## src/rtl/evc_pkg.sv

```systemverilog
package evc_pkg;
  localparam int unsigned WORD_W = 32;
  localparam int unsigned LVL_W  = 2;

  typedef logic [LVL_W-1:0] lvl_t;

  // Privilege rule shared by the read paths: ring 0 always, others only when opened up.
  function automatic logic lvl_allows(input lvl_t lvl, input logic open_en);
    return (lvl == '0) || open_en;
  endfunction
endpackage

```

## src/rtl/evc_counter.sv

```systemverilog
module evc_counter #(
  parameter int unsigned CNT_W = 40
) (
  input  logic             clk,
  input  logic             rst_n,
  input  logic             inc,
  input  logic             ld,
  input  logic [CNT_W-1:0] ld_val,
  output logic [CNT_W-1:0] cnt
);
  logic [CNT_W-1:0] cnt_q;

  always_ff @(posedge clk) begin
    if (!rst_n)    cnt_q <= '0;
    else if (ld)   cnt_q <= ld_val;
    else if (inc)  cnt_q <= cnt_q + CNT_W'(1);
  end

  assign cnt = cnt_q;
endmodule

```

## src/rtl/evc_sel.sv

```systemverilog
module evc_sel #(
  parameter int unsigned NUM_CNT = 2,
  parameter int unsigned CNT_W   = 40,
  parameter int unsigned IDX_W   = 32
) (
  input  logic [IDX_W-1:0]         idx,
  input  logic [NUM_CNT*CNT_W-1:0] cnt_flat,
  output logic [NUM_CNT-1:0]       onehot,
  output logic                     hit,
  output logic [CNT_W-1:0]         value
);
  for (genvar g = 0; g < NUM_CNT; g++) begin : g_cmp
    assign onehot[g] = (idx == IDX_W'(g));
  end

  always_comb begin
    value = '0;
    for (int i = 0; i < NUM_CNT; i++) begin
      if (onehot[i]) value = value | cnt_flat[i*CNT_W +: CNT_W];
    end
  end

  assign hit = |onehot;
endmodule

```

## src/rtl/evc_user_rd.sv

```systemverilog
module evc_user_rd
  import evc_pkg::*;
#(
  parameter int unsigned NUM_CNT = 2,
  parameter int unsigned CNT_W   = 40,
  parameter int unsigned IDX_W   = 32
) (
  input  logic                     clk,
  input  logic                     rst_n,
  input  logic                     rd_valid,
  output logic                     rd_ready,
  input  logic [IDX_W-1:0]         rd_index,
  input  lvl_t                     rd_lvl,
  input  logic                     rd_user_en,
  input  logic [NUM_CNT*CNT_W-1:0] cnt_flat,
  output logic                     rsp_valid,
  input  logic                     rsp_ready,
  output logic [WORD_W-1:0]        rsp_hi,
  output logic [WORD_W-1:0]        rsp_lo,
  output logic                     rsp_fault
);
  logic [NUM_CNT-1:0] sel_oh;
  logic               sel_hit;
  logic [CNT_W-1:0]   sel_val;
  logic               take, granted;
  logic               v_q, f_q;
  logic [WORD_W-1:0]  hi_q, lo_q;

  evc_sel #(.NUM_CNT(NUM_CNT), .CNT_W(CNT_W), .IDX_W(IDX_W)) u_sel (
    .idx(rd_index), .cnt_flat(cnt_flat),
    .onehot(sel_oh), .hit(sel_hit), .value(sel_val)
  );

  assign rd_ready = !v_q || rsp_ready;
  assign take     = rd_valid && rd_ready;
  assign granted  = sel_hit && lvl_allows(rd_lvl, rd_user_en);

  always_ff @(posedge clk) begin
    if (!rst_n) begin
      v_q  <= 1'b0;
      f_q  <= 1'b0;
      hi_q <= '0;
      lo_q <= '0;
    end else if (take) begin
      v_q  <= 1'b1;
      f_q  <= !granted;
      hi_q <= granted ? WORD_W'(sel_val >> WORD_W) : '0;
      lo_q <= granted ? sel_val[WORD_W-1:0] : '0;
    end else if (rsp_ready) begin
      v_q  <= 1'b0;
      f_q  <= 1'b0;
    end
  end

  assign rsp_valid = v_q;
  assign rsp_fault = f_q;
  assign rsp_hi    = hi_q;
  assign rsp_lo    = lo_q;
endmodule

```

## src/rtl/evc_priv.sv

```systemverilog
module evc_priv
  import evc_pkg::*;
#(
  parameter int unsigned NUM_CNT = 2,
  parameter int unsigned CNT_W   = 40,
  parameter int unsigned IDX_W   = 32
) (
  input  logic                     clk,
  input  logic                     rst_n,
  input  logic                     pa_en,
  input  logic                     pa_we,
  input  lvl_t                     pa_lvl,
  input  logic [IDX_W-1:0]         pa_index,
  input  logic [NUM_CNT*CNT_W-1:0] cnt_flat,
  output logic [NUM_CNT-1:0]       wr_hit,
  output logic                     pa_rvalid,
  output logic [CNT_W-1:0]         pa_rdata,
  output logic                     pa_fault
);
  logic [NUM_CNT-1:0] sel_oh;
  logic               sel_hit;
  logic [CNT_W-1:0]   sel_val;
  logic               legal, rd_go;
  logic               rv_q, flt_q;
  logic [CNT_W-1:0]   rd_q;

  evc_sel #(.NUM_CNT(NUM_CNT), .CNT_W(CNT_W), .IDX_W(IDX_W)) u_sel (
    .idx(pa_index), .cnt_flat(cnt_flat),
    .onehot(sel_oh), .hit(sel_hit), .value(sel_val)
  );

  // Only ring 0 may use this port; the user enable plays no part here.
  assign legal  = sel_hit && lvl_allows(pa_lvl, 1'b0);
  assign rd_go  = pa_en && !pa_we && legal;
  assign wr_hit = sel_oh & {NUM_CNT{pa_en && pa_we && legal}};

  always_ff @(posedge clk) begin
    if (!rst_n) begin
      rv_q  <= 1'b0;
      flt_q <= 1'b0;
      rd_q  <= '0;
    end else begin
      rv_q  <= rd_go;
      flt_q <= pa_en && !legal;
      rd_q  <= rd_go ? sel_val : '0;
    end
  end

  assign pa_rvalid = rv_q;
  assign pa_fault  = flt_q;
  assign pa_rdata  = rd_q;
endmodule

```

## src/rtl/evc_bank.sv

```systemverilog
module evc_bank
  import evc_pkg::*;
#(
  parameter int unsigned NUM_CNT = 2,
  parameter int unsigned CNT_W   = 40,
  parameter int unsigned IDX_W   = 32
) (
  input  logic                 clk,
  input  logic                 rst_n,
  input  logic [NUM_CNT-1:0]   ev_strobe,
  input  logic                 rd_valid,
  output logic                 rd_ready,
  input  logic [IDX_W-1:0]     rd_index,
  input  logic [LVL_W-1:0]     rd_lvl,
  input  logic                 rd_user_en,
  output logic                 rsp_valid,
  input  logic                 rsp_ready,
  output logic [WORD_W-1:0]    rsp_hi,
  output logic [WORD_W-1:0]    rsp_lo,
  output logic                 rsp_fault,
  input  logic                 pa_en,
  input  logic                 pa_we,
  input  logic [LVL_W-1:0]     pa_lvl,
  input  logic [IDX_W-1:0]     pa_index,
  input  logic [CNT_W-1:0]     pa_wdata,
  output logic                 pa_rvalid,
  output logic [CNT_W-1:0]     pa_rdata,
  output logic                 pa_fault
);
  logic [NUM_CNT*CNT_W-1:0] cnt_flat;
  logic [NUM_CNT-1:0]       wr_hit;

  for (genvar g = 0; g < NUM_CNT; g++) begin : g_cnt
    evc_counter #(.CNT_W(CNT_W)) u_cnt (
      .clk(clk), .rst_n(rst_n),
      .inc(ev_strobe[g]), .ld(wr_hit[g]), .ld_val(pa_wdata),
      .cnt(cnt_flat[g*CNT_W +: CNT_W])
    );
  end

  evc_user_rd #(.NUM_CNT(NUM_CNT), .CNT_W(CNT_W), .IDX_W(IDX_W)) u_urd (
    .clk(clk), .rst_n(rst_n),
    .rd_valid(rd_valid), .rd_ready(rd_ready), .rd_index(rd_index),
    .rd_lvl(rd_lvl), .rd_user_en(rd_user_en), .cnt_flat(cnt_flat),
    .rsp_valid(rsp_valid), .rsp_ready(rsp_ready),
    .rsp_hi(rsp_hi), .rsp_lo(rsp_lo), .rsp_fault(rsp_fault)
  );

  evc_priv #(.NUM_CNT(NUM_CNT), .CNT_W(CNT_W), .IDX_W(IDX_W)) u_priv (
    .clk(clk), .rst_n(rst_n),
    .pa_en(pa_en), .pa_we(pa_we), .pa_lvl(pa_lvl), .pa_index(pa_index),
    .cnt_flat(cnt_flat), .wr_hit(wr_hit),
    .pa_rvalid(pa_rvalid), .pa_rdata(pa_rdata), .pa_fault(pa_fault)
  );
endmodule

```

## config.mk

```make
export PLATFORM = sky130hd
export DESIGN_NAME = evc_bank
export DESIGN_NICKNAME = d
export VERILOG_FILES = /design/src/rtl/evc_pkg.sv /design/src/rtl/evc_counter.sv /design/src/rtl/evc_sel.sv /design/src/rtl/evc_user_rd.sv /design/src/rtl/evc_priv.sv /design/src/rtl/evc_bank.sv
export SDC_FILE = /design/constraint.sdc
export NUM_CORES = 1
export LEC_CHECK = 0
export BUFFER_PORTS_ARGS = -buffer_cell sky130_fd_sc_hd__buf_2
export CAP_MARGIN = 20
export CORE_UTILIZATION = 53
export DETAILED_ROUTE_END_ITERATION = 10
export HOLD_SLACK_MARGIN = 0.08
export PLACE_DENSITY = 0.89
export SETUP_SLACK_MARGIN = 0.2
export SYNTH_ARGS = -nofsm -noshare
export SYNTH_HDL_FRONTEND = slang
export SYNTH_SLANG_ARGS = --single-unit
```

## constraint.sdc

```tcl
create_clock -name clk -period 2.3 [get_ports clk]
set_input_delay 0.46 -clock clk [delete_from_list [all_inputs] [get_ports clk]]
set_output_delay 0.46 -clock clk [all_outputs]
set_load 0.02 [all_outputs]
```

==> metrics <==
clock-pin slew on the worst setup and hold paths roughly 60 ps; Non-Filler Instances between 1000 and 1500; worst ir drop on vdd 0.000616 V; largest net degree at the start of global routing between 80 and 90; crit-path leading delay family simple AND/OR/NAND/NOR gates; Area growth syn-to-layout 23.5%; first-pass GRT wire length about 38 mm; Rows 44; hold buffer count at cts 0; setup TNS 0 ps; Pleak approximately 4.2 nW; H-tree levels 4; Max-cap violations 0; post-route ant nets 0; Yosys top cell by area dfxtp_1; Max-slew headroom 0.531; Hold Startpoint pa_wdata[9]; pwr/cell area about 630 nW/µm²; ys async rst share 0; vias roughly 7900; Setup CP Type flop to flop; register area share after synthesis 0.413; CTS resizes 0; Synth Flop Type dfxtp_1; GRT Overall Usage 0.300; FMAX 0.493 GHz; clk_lat worst skew around 430 ps; Crit. Startpoint g_cnt[1].u_cnt.cnt[19]; Worst Hold Endpoint g_cnt[0].u_cnt.cnt[9]; FF-to-FF End g_cnt[1].u_cnt.cnt[32]; drt first pass iters 6; final max-slew violation count 0; port buffer count approximately 200; post-CTS setup buffers 0; Initial Util 0.545; vias in the first global route roughly 7600; layout cell share with drive strength beyond 1 0.255; Crit Reg-Reg Startpoint g_cnt[1].u_cnt.cnt[19]; Core Region between 10000 and 15000 µm²; grt total ovfl 0; Reg2Reg Depth 6; hold depth 2; cell count after placement between 1000 and 1500; nets 1247; Inserted Clock Buffers 17; clock skew between 5 and 6 ps; most frequent cells after synthesis dfxtp_1, o21ai_0, nand2_1, nor2_1, clkbuf_1; Initial DRC Count roughly 850; CP max-delay cell dfxtp_1; Die H 124 µm; Total Die Area 15500 µm²; I/O Pins approximately 230; Power, Total about 0.0062 W; synthesized area around 7900 µm²; Final Critical Period slightly above 2000 ps; Via density 5.95; CP required 2650 ps; worst slew pin tran approximately 700 ps; number of synthesis warnings 0; Hold Path Class input port to flop; crit-path cells nand4_1, nor2_1, nand3_1, buf_4, o31a_1, a21oi_1; Root Driver clkbuf_16; TritonCTS Sinks between 150 and 200; Arrival @ worst endpoint 2380 ps; final setup fails 0; DRC 0; WL final 23.4 mm; antenna violations before repair 1; Die W roughly 120 µm; Seq cells post-synth around 160; Netlist cell types 40; worst reg-to-reg setup slack 270 ps; top-count cell post-synth dfxtp_1; CTS tree yes; Crit. End Element flop; Final Util 0.673; CP startpoint kind flop; post-synthesis average cell area 8.47 µm²; top-area cell type share of the netlist area 0.413; count of final hold-check violations 0; Final period util 0.881; EDFF count, synth 0; clk buf depth 2; crit path max fanout 7; dpl hpwl around 16 mm; critical path's largest stage delay 470 ps; cell count after synthesis roughly 940; crit path buf inv count 1; Wirelength per Cell approximately 18 µm; dominant cells by area after synthesis dfxtp_1, o21ai_0, mux2i_1; RSZ-0062 raised after global routing no; Placer Congestion 0.939; status complete, no violations
layout make-up:
cell class	count	area, µm²
diodes	1	2.50
clock buffers	21	470
clock inverters	9	153
fillers	1165	4780
inverters	13	48.8
multi-input cells	686	4210
flip-flops and latches	164	3280
well taps	184	230
repair buffers	246	1420
worst register-to-register path: cells and delay by family (launching register included):
family	cells	cell delay [ps]
buffers and inverters	1	200
AO/OA/AOI/OAI	2	430
AND/OR/NAND/NOR	3	850
flip-flops	1	470
kinds of logic after synthesis:
| group | share of synthesized area |
|---|---|
| buffers and inverters | 0.0699 |
| AO/OA/AOI/OAI | 0.176 |
| multiplexers | 0.0529 |
| adder cells (fa/ha/maj) | 0.00315 |
| XOR/XNOR | 0.0760 |
| flip-flops | 0.413 |
| other | 0.000472 |
| AND/OR/NAND/NOR | 0.208 |
sequential cells by signal, summed over array words and instances, names as in the netlist:
| name | cells |
|---|---|
| g_cnt.u_cnt.cnt | 80 |
| u_priv.pa_rdata | 40 |
| u_urd.rsp_fault | 1 |
| u_urd.rsp_lo | 32 |
| u_urd.rsp_hi | 8 |
| u_priv.pa_rvalid | 1 |
| u_priv.pa_fault | 1 |
| u_urd.rsp_valid | 1 |
per-stage QoR:
step	setup slack [ps]	hold WS [ps]	instance area [µm²]
finish	273	292	9810
global route	227	285	9810
CTS	303	279	9810
detailed placement	36.7	437	9190
global placement	126	432	9190
floorplan	310	472	8040
worst max path at each step:
stage,to,slack [ps],cells after the start
after global routing,g_cnt[1].u_cnt.cnt[31],230,6
after global placement,u_priv.pa_rdata[20],130,7
after floorplan,g_cnt[1].u_cnt.cnt[11],310,7
after detailed placement,u_priv.pa_rdata[18],40,7
final,g_cnt[1].u_cnt.cnt[32],270,6
after CTS,g_cnt[1].u_cnt.cnt[32],300,6
cells in the final DEF (no fill, tap or decap), types with 31 or more instances in the layout:
cell type | netlist | routed
a21oi_1 | 53 | 53
nand4_1 | 46 | 46
nand3_1 | 31 | 31
nand2_1 | 96 | 96
buf_4 | 24 | 39
a22oi_1 | 40 | 40
mux2i_1 | 42 | 42
dfxtp_1 | 164 | 164
buf_2 | 8 | 201
xor2_1 | 43 | 43
nor2_1 | 60 | 60
o21ai_0 | 107 | 107
per-layer routing:
metal,track usage,wire (µm),vias up
li1,-,-,3709
met1,0.370,9570,3737
met2,0.493,11200,359
met3,0.0735,1820,74
met4,0.138,795,0
met5,0,0,-
power by group:
group | total (W) | switching, W | internal [W]
clock | 0.00302 | 0.00113 | 0.00189
combinational | 0.000337 | 0.000202 | 0.000135
sequential | 0.00287 | 0.0000139 | 0.00285
total | 0.00622 | 0.00135 | 0.00487
(Power assumes the default switching activity.)
